<file path="config.mk">
export PLATFORM = sky130hd
export DESIGN_NAME = wpb_mask_unit
export DESIGN_NICKNAME = d
export VERILOG_FILES = /design/src/rtl/wpb_pkg.sv /design/src/rtl/wpb_input_stage.sv /design/src/rtl/wpb_edge_track.sv /design/src/rtl/wpb_cycle_ctrl.sv /design/src/rtl/wpb_mask_reg.sv /design/src/rtl/wpb_write_gen.sv /design/src/rtl/wpb_mask_unit.sv
export SDC_FILE = /design/constraint.sdc
export NUM_CORES = 1
export LEC_CHECK = 0
export ABC_AREA = 1
export BUFFER_PORTS_ARGS = -buffer_cell sky130_fd_sc_hd__buf_2
export CORE_AREA = 2 2 50 52
export CTS_BUF_LIST = sky130_fd_sc_hd__clkbuf_4 sky130_fd_sc_hd__clkbuf_8
export DETAILED_ROUTE_END_ITERATION = 10
export DIE_AREA = 0 0 52 54
export GPL_TIMING_DRIVEN = 0
export PLACE_DENSITY_LB_ADDON = 0.3
export SYNTH_ARGS = -nofsm -noshare
export SYNTH_HDL_FRONTEND = slang
export SYNTH_SLANG_ARGS = --single-unit
</file>
<file path="constraint.sdc">
create_clock -name clk -period 2.9 [get_ports clk]
set_input_delay 0 -clock clk [delete_from_list [all_inputs] [get_ports clk]]
set_output_delay 0 -clock clk [all_outputs]
set_load 0.01 [all_outputs]
</file>
<file path="src/rtl/wpb_pkg.sv">
package wpb_pkg;

   typedef enum logic [1:0] {
      MODE_IDLE         = 2'd0,
      MODE_WRITE_ALL    = 2'd1,
      MODE_WRITE_MASKED = 2'd2,
      MODE_MASK_LOAD    = 2'd3
   } wpb_mode_e;

   // control strobes in one bundle, all active-low except the selects
   typedef struct packed {
      logic ras_n;
      logic cas_n;
      logic we_n;
      logic dsf;
      logic mload;
   } wpb_ctl_t;

   localparam int CTL_W = $bits(wpb_ctl_t);

   // idle level of the bundle: strobes high, selects low
   localparam wpb_ctl_t CTL_IDLE = '{ras_n: 1'b1, cas_n: 1'b1, we_n: 1'b1,
                                     dsf: 1'b0, mload: 1'b0};

   function automatic wpb_mode_e pick_mode(input logic mload, input logic we_n);
      if (mload)      return MODE_MASK_LOAD;
      else if (we_n)  return MODE_WRITE_ALL;
      else            return MODE_WRITE_MASKED;
   endfunction

endpackage

</file>
<file path="src/rtl/wpb_input_stage.sv">
module wpb_input_stage #(
   parameter int             W       = 8,
   parameter int             STAGES  = 0,
   parameter logic [W-1:0]   IDLE    = '0
) (
   input  logic         clk,
   input  logic         rst_n,
   input  logic [W-1:0] din,
   output logic [W-1:0] dout
);

   generate
      if (STAGES == 0) begin : g_bypass
         assign dout = din;
      end else begin : g_sync
         logic [W-1:0] chain [STAGES];
         for (genvar s = 0; s < STAGES; s++) begin : g_stage
            if (s == 0) begin : g_first
               always_ff @(posedge clk) begin
                  if (!rst_n) chain[s] <= IDLE;
                  else        chain[s] <= din;
               end
            end else begin : g_next
               always_ff @(posedge clk) begin
                  if (!rst_n) chain[s] <= IDLE;
                  else        chain[s] <= chain[s-1];
               end
            end
         end
         assign dout = chain[STAGES-1];
      end
   endgenerate

endmodule

</file>
<file path="src/rtl/wpb_edge_track.sv">
module wpb_edge_track #(
   parameter int N = 3
) (
   input  logic         clk,
   input  logic         rst_n,
   input  logic [N-1:0] lvl_n,
   output logic [N-1:0] fall,
   output logic [N-1:0] rise
);

   logic [N-1:0] prev;

   generate
      for (genvar i = 0; i < N; i++) begin : g_bit
         always_ff @(posedge clk) begin
            if (!rst_n) prev[i] <= 1'b1;
            else        prev[i] <= lvl_n[i];
         end
         assign fall[i] =  prev[i] & ~lvl_n[i];
         assign rise[i] = ~prev[i] &  lvl_n[i];
      end
   endgenerate

endmodule

</file>
<file path="src/rtl/wpb_cycle_ctrl.sv">
module wpb_cycle_ctrl
   import wpb_pkg::*;
(
   input  logic      clk,
   input  logic      rst_n,
   input  logic      ras_fall,
   input  logic      ras_rise,
   input  logic      we_n,
   input  logic      dsf,
   input  logic      mload,
   output logic      active,
   output wpb_mode_e mode,
   output logic      mask_load
);

   always_ff @(posedge clk) begin
      if (!rst_n) begin
         active <= 1'b0;
         mode   <= MODE_IDLE;
      end else if (ras_fall) begin
         active <= 1'b1;
         mode   <= pick_mode(mload, we_n);
      end else if (ras_rise) begin
         active <= 1'b0;
         mode   <= MODE_IDLE;
      end
   end

   // reload on a dedicated load cycle, or on a masked write with dsf low
   assign mask_load = ras_fall & (mload | (~we_n & ~dsf));

endmodule

</file>
<file path="src/rtl/wpb_mask_reg.sv">
module wpb_mask_reg #(
   parameter int            DQ_W       = 4,
   parameter logic [DQ_W-1:0] RESET_MASK = '1
) (
   input  logic            clk,
   input  logic            rst_n,
   input  logic            load,
   input  logic [DQ_W-1:0] din,
   output logic [DQ_W-1:0] mask
);

   generate
      for (genvar i = 0; i < DQ_W; i++) begin : g_mbit
         always_ff @(posedge clk) begin
            if (!rst_n)    mask[i] <= RESET_MASK[i];
            else if (load) mask[i] <= din[i];
         end
      end
   endgenerate

endmodule

</file>
<file path="src/rtl/wpb_write_gen.sv">
module wpb_write_gen
   import wpb_pkg::*;
#(
   parameter int DQ_W = 4
) (
   input  logic            clk,
   input  logic            rst_n,
   input  logic            active,
   input  wpb_mode_e       mode,
   input  logic            ras_n,
   input  logic            cas_fall,
   input  logic            cas_rise,
   input  logic            we_n,
   input  logic [DQ_W-1:0] mask,
   input  logic [DQ_W-1:0] dq,
   output logic            wr_stb,
   output logic [DQ_W-1:0] wr_be,
   output logic [DQ_W-1:0] wr_data
);

   logic            armed;
   logic            write_cycle;
   logic            latch_ev;
   logic [DQ_W-1:0] be_next;

   assign write_cycle = (mode == MODE_WRITE_ALL) || (mode == MODE_WRITE_MASKED);
   assign latch_ev    = active & ~ras_n & write_cycle & (armed | cas_fall) & ~we_n;

   // armed: cas_n has fallen in this column cycle and no write left yet
   always_ff @(posedge clk) begin
      if (!rst_n)                  armed <= 1'b0;
      else if (!active || cas_rise) armed <= 1'b0;
      else if (latch_ev)           armed <= 1'b0;
      else if (cas_fall)           armed <= 1'b1;
   end

   generate
      for (genvar i = 0; i < DQ_W; i++) begin : g_be
         assign be_next[i] = (mode == MODE_WRITE_MASKED) ? mask[i] : 1'b1;
      end
   endgenerate

   always_ff @(posedge clk) begin
      if (!rst_n) begin
         wr_stb  <= 1'b0;
         wr_be   <= '0;
         wr_data <= '0;
      end else begin
         wr_stb <= latch_ev;
         if (latch_ev) begin
            wr_be   <= be_next;
            wr_data <= dq;
         end
      end
   end

   // a strobe lasts one clock
   a_r9_single_pulse: assert property (@(posedge clk) disable iff (!rst_n)
      wr_stb |=> !wr_stb);

   // unmasked cycles enable every bit
   a_r2_full_enable: assert property (@(posedge clk) disable iff (!rst_n)
      (wr_stb && mode == MODE_WRITE_ALL) |-> (wr_be == {DQ_W{1'b1}}));

   // masked cycles enable exactly the mask bits
   a_r5_be_is_mask: assert property (@(posedge clk) disable iff (!rst_n)
      (wr_stb && mode == MODE_WRITE_MASKED) |-> (wr_be == mask));

   // a mask-load cycle never writes
   a_r7_no_write_on_load: assert property (@(posedge clk) disable iff (!rst_n)
      (mode == MODE_MASK_LOAD) |-> !wr_stb);

endmodule

</file>
<file path="src/rtl/wpb_mask_unit.sv">
module wpb_mask_unit
   import wpb_pkg::*;
#(
   parameter int              DQ_W        = 4,
   parameter int              SYNC_STAGES = 0,
   parameter logic [DQ_W-1:0] RESET_MASK  = '1
) (
   input  logic            clk,
   input  logic            rst_n,
   input  logic            ras_n,
   input  logic            cas_n,
   input  logic            we_n,
   input  logic            dsf,
   input  logic            mload_sel,
   input  logic [DQ_W-1:0] dq_in,
   output logic            wr_stb,
   output logic [DQ_W-1:0] wr_be,
   output logic [DQ_W-1:0] wr_data
);

   localparam int BUS_W = CTL_W + DQ_W;
   localparam logic [BUS_W-1:0] BUS_IDLE = {CTL_IDLE, {DQ_W{1'b0}}};

   generate
      if (DQ_W < 1 || DQ_W > 64) begin : g_bad_width
         $error("wpb_mask_unit: DQ_W must be within 1..64");
      end
      if (SYNC_STAGES < 0 || SYNC_STAGES > 4) begin : g_bad_sync
         $error("wpb_mask_unit: SYNC_STAGES must be within 0..4");
      end
   endgenerate

   wpb_ctl_t        ctl_raw, ctl_s;
   logic [DQ_W-1:0] dq_s;
   logic [2:0]      strb_fall, strb_rise;
   logic            ras_fall, ras_rise, cas_fall, cas_rise;
   logic            active, mask_load;
   wpb_mode_e       mode;
   logic [DQ_W-1:0] mask;

   assign ctl_raw = '{ras_n: ras_n, cas_n: cas_n, we_n: we_n,
                      dsf: dsf, mload: mload_sel};

   wpb_input_stage #(.W(BUS_W), .STAGES(SYNC_STAGES), .IDLE(BUS_IDLE)) u_in (
      .clk  (clk),
      .rst_n(rst_n),
      .din  ({ctl_raw, dq_in}),
      .dout ({ctl_s, dq_s})
   );

   wpb_edge_track #(.N(3)) u_edge (
      .clk  (clk),
      .rst_n(rst_n),
      .lvl_n({ctl_s.ras_n, ctl_s.cas_n, ctl_s.we_n}),
      .fall (strb_fall),
      .rise (strb_rise)
   );

   assign ras_fall = strb_fall[2];
   assign ras_rise = strb_rise[2];
   assign cas_fall = strb_fall[1];
   assign cas_rise = strb_rise[1];

   wpb_cycle_ctrl u_ctrl (
      .clk      (clk),
      .rst_n    (rst_n),
      .ras_fall (ras_fall),
      .ras_rise (ras_rise),
      .we_n     (ctl_s.we_n),
      .dsf      (ctl_s.dsf),
      .mload    (ctl_s.mload),
      .active   (active),
      .mode     (mode),
      .mask_load(mask_load)
   );

   wpb_mask_reg #(.DQ_W(DQ_W), .RESET_MASK(RESET_MASK)) u_mask (
      .clk  (clk),
      .rst_n(rst_n),
      .load (mask_load),
      .din  (dq_s),
      .mask (mask)
   );

   wpb_write_gen #(.DQ_W(DQ_W)) u_wgen (
      .clk     (clk),
      .rst_n   (rst_n),
      .active  (active),
      .mode    (mode),
      .ras_n   (ctl_s.ras_n),
      .cas_fall(cas_fall),
      .cas_rise(cas_rise),
      .we_n    (ctl_s.we_n),
      .mask    (mask),
      .dq      (dq_s),
      .wr_stb  (wr_stb),
      .wr_be   (wr_be),
      .wr_data (wr_data)
   );

   // masked write with dsf low takes the mask from the pins
   a_r3_reload_from_pins: assert property (@(posedge clk) disable iff (!rst_n)
      (ras_fall && !ctl_s.mload && !ctl_s.we_n && !ctl_s.dsf) |=> (mask == $past(dq_s)));

   // dsf high keeps the stored mask
   a_r4_mask_persists: assert property (@(posedge clk) disable iff (!rst_n)
      (ras_fall && !ctl_s.mload && ctl_s.dsf) |=> $stable(mask));

   // an unmasked write leaves the mask alone
   a_r2_mask_kept: assert property (@(posedge clk) disable iff (!rst_n)
      (ras_fall && !ctl_s.mload && ctl_s.we_n) |=> $stable(mask));

   // a load cycle takes the mask from the pins
   a_r7_load_cycle: assert property (@(posedge clk) disable iff (!rst_n)
      (ras_fall && ctl_s.mload) |=> (mask == $past(dq_s)));

   // a strobe only follows a clock where the row strobe was low
   a_r8_needs_row: assert property (@(posedge clk) disable iff (!rst_n)
      wr_stb |-> !$past(ctl_s.ras_n));

endmodule

</file>
==> flow_summary.yaml, run 1 <==
pwr:
  switching_share_pct: 25.3
  switchingPower_w: 0.000118
  seq_power_share_pct: 58.9
  p_per_area_nw_per_um2: 427
  leakagePower_nw: 0.551
  comb_power_share_pct: 13.6
  clkPwrFrac_pct: 27.5
  vdd_drop_max_mv: 0.280
  intPower_w: 0.000348
sta:
  fin_crit_ns: 1.31
  hold_violations: 0
  setup_viol: 0
  maxSlewHeadroom_pct: 81.1
  tns_ns: 0
  rsz0062_at_grt: "false"
  worst_slew_pin_slew_ns: 0.281
  fmaxAchievable_mhz: 762
  fin_skew_ns: 0.00130
  period_share_pct: 45.3
  finalWorstSetupSlack_ns: 1.59
  slew_viol_final: 0
run:
  maxCapViolations: 0
setup_path:
  crit_family: "flip-flops"
  crit_buf_inv: 3
  crit_path_end_kind: "register"
  cpPeakStageDelay_ns: 0.35
  path_cells: "inv_1, ha_1, inv_1, nand2_4, nor2_8, buf_12, a21oi_2, nor2_1"
  cp.required_ns: 3.13
  critPathMaxFanout: 10
  crit_path_frequent_cell: "inv_1"
  cp_slowest_cell: "dfxtp_1"
  path_class: "reg2reg"
  r2r_slack_ns: 1.59
  cp.arrival_ns: 1.55
  crit_path_start_kind: "register"
floorplanning:
  die_height_um: 54
  start_util_pct: 37.3
  core_um2: 2320
  io-pin-count: 20
  num_rows: 18
  die_x_um: 52
  die_area_um2: 2810
route:
  drt_iter0_drc: 18
  routed_via_density: 4.29
  dr.pass1.iters: 4
  drc: 0
  ant_nets: 0
  drt-total-wl_um: 1520
  vias: 729
  routedWlPerCell_um: 8.96
synthesis:
  ys.warnings.count: 0
  syn_nets: 124
  synth.area.top_cells: "dfxtp_1 44%, nand2_1 9.1%, nand3_1 8.7%"
  netlist_area_um2: 866
  synth_seq_cells: 19
  syn-instance-count: 111
  ys_seq_area_share_pct: 43.9
  ys_types: 18
  synthDominantCellAreaShare_pct: 43.9
  syn_area_per_cell_um2: 7.80
  synth_largest_area_cell: "dfxtp_1"
status:
  status: "finished clean"
place:
  gp_congestion: 0.763
  dp_hpwl_um: 1200
  place_ws_ns: 1.60
  portBuffers: 18
hold_path:
  hp-class: "in2reg"
cells_and_area:
  area_growth_pct: 26.0
  layout-drive-gt1-share_pct: 29.3
  fin_nets: 154
  antennaDiodeCount: 0
grt:
  grt_use_total_pct: 13.2
  grt-ovfl-total: 0
  grt_max_degree: 12
  grt_pass1_wl_um: 2690
  grt_antenna_before_repair: 0
  first_global_vias: 647
cts:
  clk_pin_slew_ns: 0.10
  cts_made_buffers: 3
  cts_root_buf: "clkbuf_4"
  clk_latency_ns: 0.29
  cts_tree: "done"
  cts_sinks: 19
  cts_buffer_depth: 2
  h-tree-depth: 1
==> cell type report <==
cell class                 count  area (µm²)
fill                         244        1230
multi-input combinational     75         394
sequential                    19         380
timing repair buffer          25         160
inverter                      13        50.0
buffer                         4        41.3
tap                           30        37.5
clock buffer                   3        22.5
clock inverter                 1        5.00
==> registers in the layout, summed over array words and instances, names as in the netlist <==
name            flops
u_wgen.armed        1
u_ctrl.active       1
u_wgen.wr_data      4
u_wgen.wr_stb       1
u_wgen.wr_be        4
u_edge.prev         2
u_mask.mask         4
u_ctrl.mode         2
==> worst paths after layout <==
check                              startpoint                             end  depth (start not counted)
hold / removal                      mload_sel     u_ctrl.mode[1]$_SDFFE_PN0P_                          3
setup reg to reg  u_ctrl.mode[0]$_SDFFE_PN0P_  u_wgen.wr_data[0]$_SDFFE_PN0P_                          8
setup / recovery  u_ctrl.mode[0]$_SDFFE_PN0P_  u_wgen.wr_data[0]$_SDFFE_PN0P_                          8
hold reg to reg   u_mask.mask[2]$_SDFFE_PN1P_     u_mask.mask[2]$_SDFFE_PN1P_                          2
==> per-stage QoR <==
step | utilization (%) | cell area [µm²] | std cells | hold WS, ns | power, W
global route | 47.0 | 1090 | 170 | 0.0611 | 0.000496
global placement | 42.8 | 993 | 159 | 0.191 | 0.000336
finish | 47.0 | 1090 | 170 | 0.0175 | 0.000466
floorplan | - | 866 | 111 | 0.0878 | 0.000320
detailed placement | 42.8 | 993 | 159 | 0.196 | 0.000337
CTS | 47.0 | 1090 | 170 | 0.0135 | 0.000472
==> Yosys cell counts <==
| master | number |
|---|---|
| inv_1 | 10 |
| nand2_2 | 2 |
| o21ai_1 | 1 |
| nand2_1 | 21 |
| clkinv_2 | 1 |
| nand3_1 | 15 |
| nor2_8 | 1 |
| buf_6 | 1 |
| buf_2 | 2 |
| nand2_4 | 1 |
| ha_1 | 2 |
| buf_12 | 1 |
| o21ai_0 | 3 |
| inv_2 | 2 |
| dfxtp_1 | 19 |
| and3_1 | 1 |
| a21oi_2 | 8 |
| nor2_1 | 20 |
==> cells by family after synthesis <==
logic type / count (synthesis) / synth area share (%)
buffers and inverters: 17 / 10.5
flip-flops: 19 / 43.9
AO/OA/AOI/OAI: 12 / 10.4
adder cells (fa/ha/maj): 2 / 2.89
AND/OR/NAND/NOR: 61 / 32.2
==> placed cells by master (no fill, tap or decap), types with 2 or more instances in the layout <==
cell,instances
clkbuf_4,3
nand2_1,21
dlygate4sd3_1,7
clkinv_2,2
dfxtp_1,19
inv_1,10
buf_2,20
nor2_1,20
o21ai_0,3
nand3_1,15
a21oi_2,8
inv_2,2
ha_1,2
nand2_2,2
==> power by group through the flow <==
stage	Sequential [W]	Combinational (W)	Clock [W]
floorplan	0.000280	0.0000408	0
global placement	0.000280	0.0000558	0
detailed placement	0.000281	0.0000565	0
CTS	0.000275	0.0000638	0.000133
global route	0.000276	0.0000725	0.000148
finish	0.000275	0.0000633	0.000128
==> metal layers <==
layer  global-route usage (%)  part of all wire [%]  vias up
li1                         -                     -      406
met1                     17.5                    49      308
met2                     19.6                    45       13
met3                     2.50                   4.8        2
met4                     7.89                   1.1        0
met5                        0                     0        -
==> worst min-delay path: cells and delay by family <==
kind,cells,cell delay (ns)
AOI/OAI and AO/OA,1,0.13
buffers and inverters,1,0.11
and+or+nand+nor,1,0.04
==> repair_timing <==
action,4_1_cts,5_1_grt
buffers inserted,0,0
resized for setup,0,0
hold buffers,7,0
hold endpoints to repair,9,0
(Power assumes the default switching activity.)
==> inputs of run 2 (changes only) <==
--- a/config.mk
+++ b/config.mk
@@ -5,12 +5,12 @@
 export SDC_FILE = /design/constraint.sdc
 export NUM_CORES = 1
 export LEC_CHECK = 0
-export ABC_AREA = 1
+export ABC_AREA = 0
 export BUFFER_PORTS_ARGS = -buffer_cell sky130_fd_sc_hd__buf_2
-export CORE_AREA = 2 2 50 52
+export CORE_AREA = 2 2 48 50
 export CTS_BUF_LIST = sky130_fd_sc_hd__clkbuf_4 sky130_fd_sc_hd__clkbuf_8
 export DETAILED_ROUTE_END_ITERATION = 10
-export DIE_AREA = 0 0 52 54
+export DIE_AREA = 0 0 50 52
 export GPL_TIMING_DRIVEN = 0
 export PLACE_DENSITY_LB_ADDON = 0.3
 export SYNTH_ARGS = -nofsm -noshare
==> constraint.sdc (replaced) <==
create_clock -name clk -period 1.35 [get_ports clk]
set_input_delay 0 -clock clk [delete_from_list [all_inputs] [get_ports clk]]
set_output_delay 0 -clock clk [all_outputs]
set_load 0.01 [all_outputs]
==> run 2 against run 1 <==
Via count shrank 10%. Clock-buffer cell count grew 1. Maximum frequency shrank 2.5%. Synthesized area shrank 6.5%. Critical endpoint is now u_wgen.wr_be[0]$_SDFFE_PN0P_.
==> flow_summary.yaml, run 2 <==
pwr:
  p_total_w: 0.00102
  leakagePower_nw: 0.479
  p_per_area_nw_per_um2: 963
  vdd_drop_max_mv: 0.466
route:
  drt_iter0_drc: 7
  drt-total-wl_um: 1550
  dr.pass1.iters: 3
  vias: 654
  drc: 0
  routedWlPerCell_um: 10.8
  routed_via_density: 4.54
  ant_nets: 0
floorplanning:
  die_height_um: 52
  start_util_pct: 38.4
  die_area_um2: 2600
  die_x_um: 50
  core_um2: 2110
  num_rows: 17
  io-pin-count: 20
synthesis:
  synthTopCellsByCount: "19 x dfxtp_1, 15 x nand2_1, 13 x mux2i_1, 13 x nor2_1, 6 x o21ai_0"
  synth.area.top_cells: "dfxtp_1 47%, mux2i_1 16%, nand2_1 7.0%"
  synthArstFlopShare_pct: 0
  synth_top_flop_cell: "dfxtp_1"
  synthDominantCellAreaShare_pct: 47.0
  synth_edf_count: 0
  ys.warnings.count: 0
  syn_nets: 99
  syn-instance-count: 86
  ys_types: 20
  netlist_area_um2: 810
  synth_seq_cells: 19
  yosysMostFrequentCell: "dfxtp_1"
  ys_seq_area_share_pct: 47.0
  synth_largest_area_cell: "dfxtp_1"
  syn_area_per_cell_um2: 9.41
cts:
  cts_buffer_depth: 2
  h-tree-depth: 1
  clk_latency_ns: 0.30
  cts_sinks: 19
  cts_root_buf: "clkbuf_4"
  cts_made_buffers: 3
  cts_tree: "done"
  clk_pin_slew_ns: 0.10
grt:
  grt_use_total_pct: 13.6
  grt_max_degree: 11
  grt_pass1_wl_um: 2600
  grt_antenna_before_repair: 0
  grt-ovfl-total: 0
  first_global_vias: 628
cells_and_area:
  post-route-util_pct: 50.3
  antennaDiodeCount: 0
  area_growth_pct: 30.9
  fin_nets: 130
  layout-drive-gt1-share_pct: 30.2
  reg.largest.list: "u_mask.mask x4, u_wgen.wr_be x4, u_wgen.wr_data x4"
  final_common_cell: "buf_2"
  final_cell_mix: "21 x buf_2, 17 x dfxtp_1, 15 x nand2_1"
run:
  maxCapViolations: 0
sta:
  worst_slew_pin_slew_ns: 0.435
  fin_crit_ns: 1.35
  rsz0062_at_grt: "true"
  period_share_pct: 99.7
  slew_viol_final: 0
  fmaxAchievable_mhz: 743
  setup_viol: 0
  fin_skew_ns: 0.00253
  tns_ns: 0
  hold_violations: 0
  maxSlewHeadroom_pct: 71.0
  finalWorstSetupSlack_ns: 0.00403
place:
  gp_congestion: 0.706
  dp_hpwl_um: 1080
  portBuffers: 19
  place_ws_ns: -0.130
setup_path:
  cp.required_ns: 1.55
  crit_path_start_kind: "register"
  path_class: "reg2reg"
  crit_path_end_kind: "register"
  critPathMaxFanout: 5
  cp.arrival_ns: 1.54
hold_path:
  hp-class: "in2reg"
status:
  status: "finished clean"
-- run 2: worst max-delay path, cell delays in order, from the launching register on --
cell	delay (ns)
dfxtp_2	0.33
inv_2	0.07
ha_4	0.20
nor4b_4	0.26
buf_4	0.17
o21ai_4	0.08
mux2i_1	0.13
-- run 2: layout make-up --
cell class | instances | area [µm²]
clock buffer | 4 | 30.0
inverter | 4 | 15.0
fill | 196 | 1050
sequential | 19 | 383
tap | 28 | 35.0
timing repair buffer | 26 | 163
buffer | 3 | 13.8
multi-input combinational | 60 | 420
-- run 2: cell families after synthesis --
logic type | count (synthesis) | share of synthesized area [%]
adder cells (fa/ha/maj) | 2 | 3.09
flip-flops | 19 | 47.0
multiplexers | 14 | 17.5
buffers and inverters | 7 | 3.55
AND/OR/NAND/NOR | 34 | 20.7
AO/OA/AOI/OAI | 10 | 8.19
-- run 2: per-layer routing --
metal / share of wire (%) / routed length, µm / vias to the layer above / track usage [%]
li1: - / - / 342 / -
met1: 47 / 730 / 293 / 15.7
met2: 46 / 711 / 14 / 22.4
met3: 4.2 / 66 / 5 / 2.87
met5: 0 / 0 / - / 0
met4: 2.9 / 45 / 0 / 9.72
-- run 2: report_power, final --
group	switching, W	internal (W)
sequential	0.00000989	0.000578
combinational	0.0000598	0.0000616
clock	0.000176	0.000136
total	0.000246	0.000775
-- run 2: through the flow --
| step | hold slack, ns | cells | area (µm²) |
|---|---|---|---|
| 3_3_place_gp | 0.211 | 133 | 940 |
| 6_report | 0.0120 | 144 | 1060 |
| 3_5_place_dp | 0.223 | 133 | 940 |
| 2_1_floorplan | 0.101 | 86 | 810 |
| 5_1_grt | 0.0304 | 144 | 1060 |
| 4_1_cts | 0.00708 | 144 | 1060 |
-- run 2: repair_timing --
item                       4_1_cts  5_1_grt
setup endpoints to repair       10        9
setup buffers                    1        0
resized for setup                5        0
pin swaps                        2        1
hold buffers                     6        0
hold endpoints to repair        10        0
-- run 2: worst paths after layout --
check	startpoint	end	slack, ns	cells past startpoint
min reg2reg	u_wgen.wr_data[1]$_SDFFE_PN0P_	u_wgen.wr_data[1]$_SDFFE_PN0P_	0.46	2
min	rst_n	u_mask.mask[2]$_SDFFE_PN1P_	0.01	4
max reg2reg	u_ctrl.mode[0]$_SDFFE_PN0P_	u_wgen.wr_be[0]$_SDFFE_PN0P_	0.004	6
max	u_ctrl.mode[0]$_SDFFE_PN0P_	u_wgen.wr_be[0]$_SDFFE_PN0P_	0.004	6
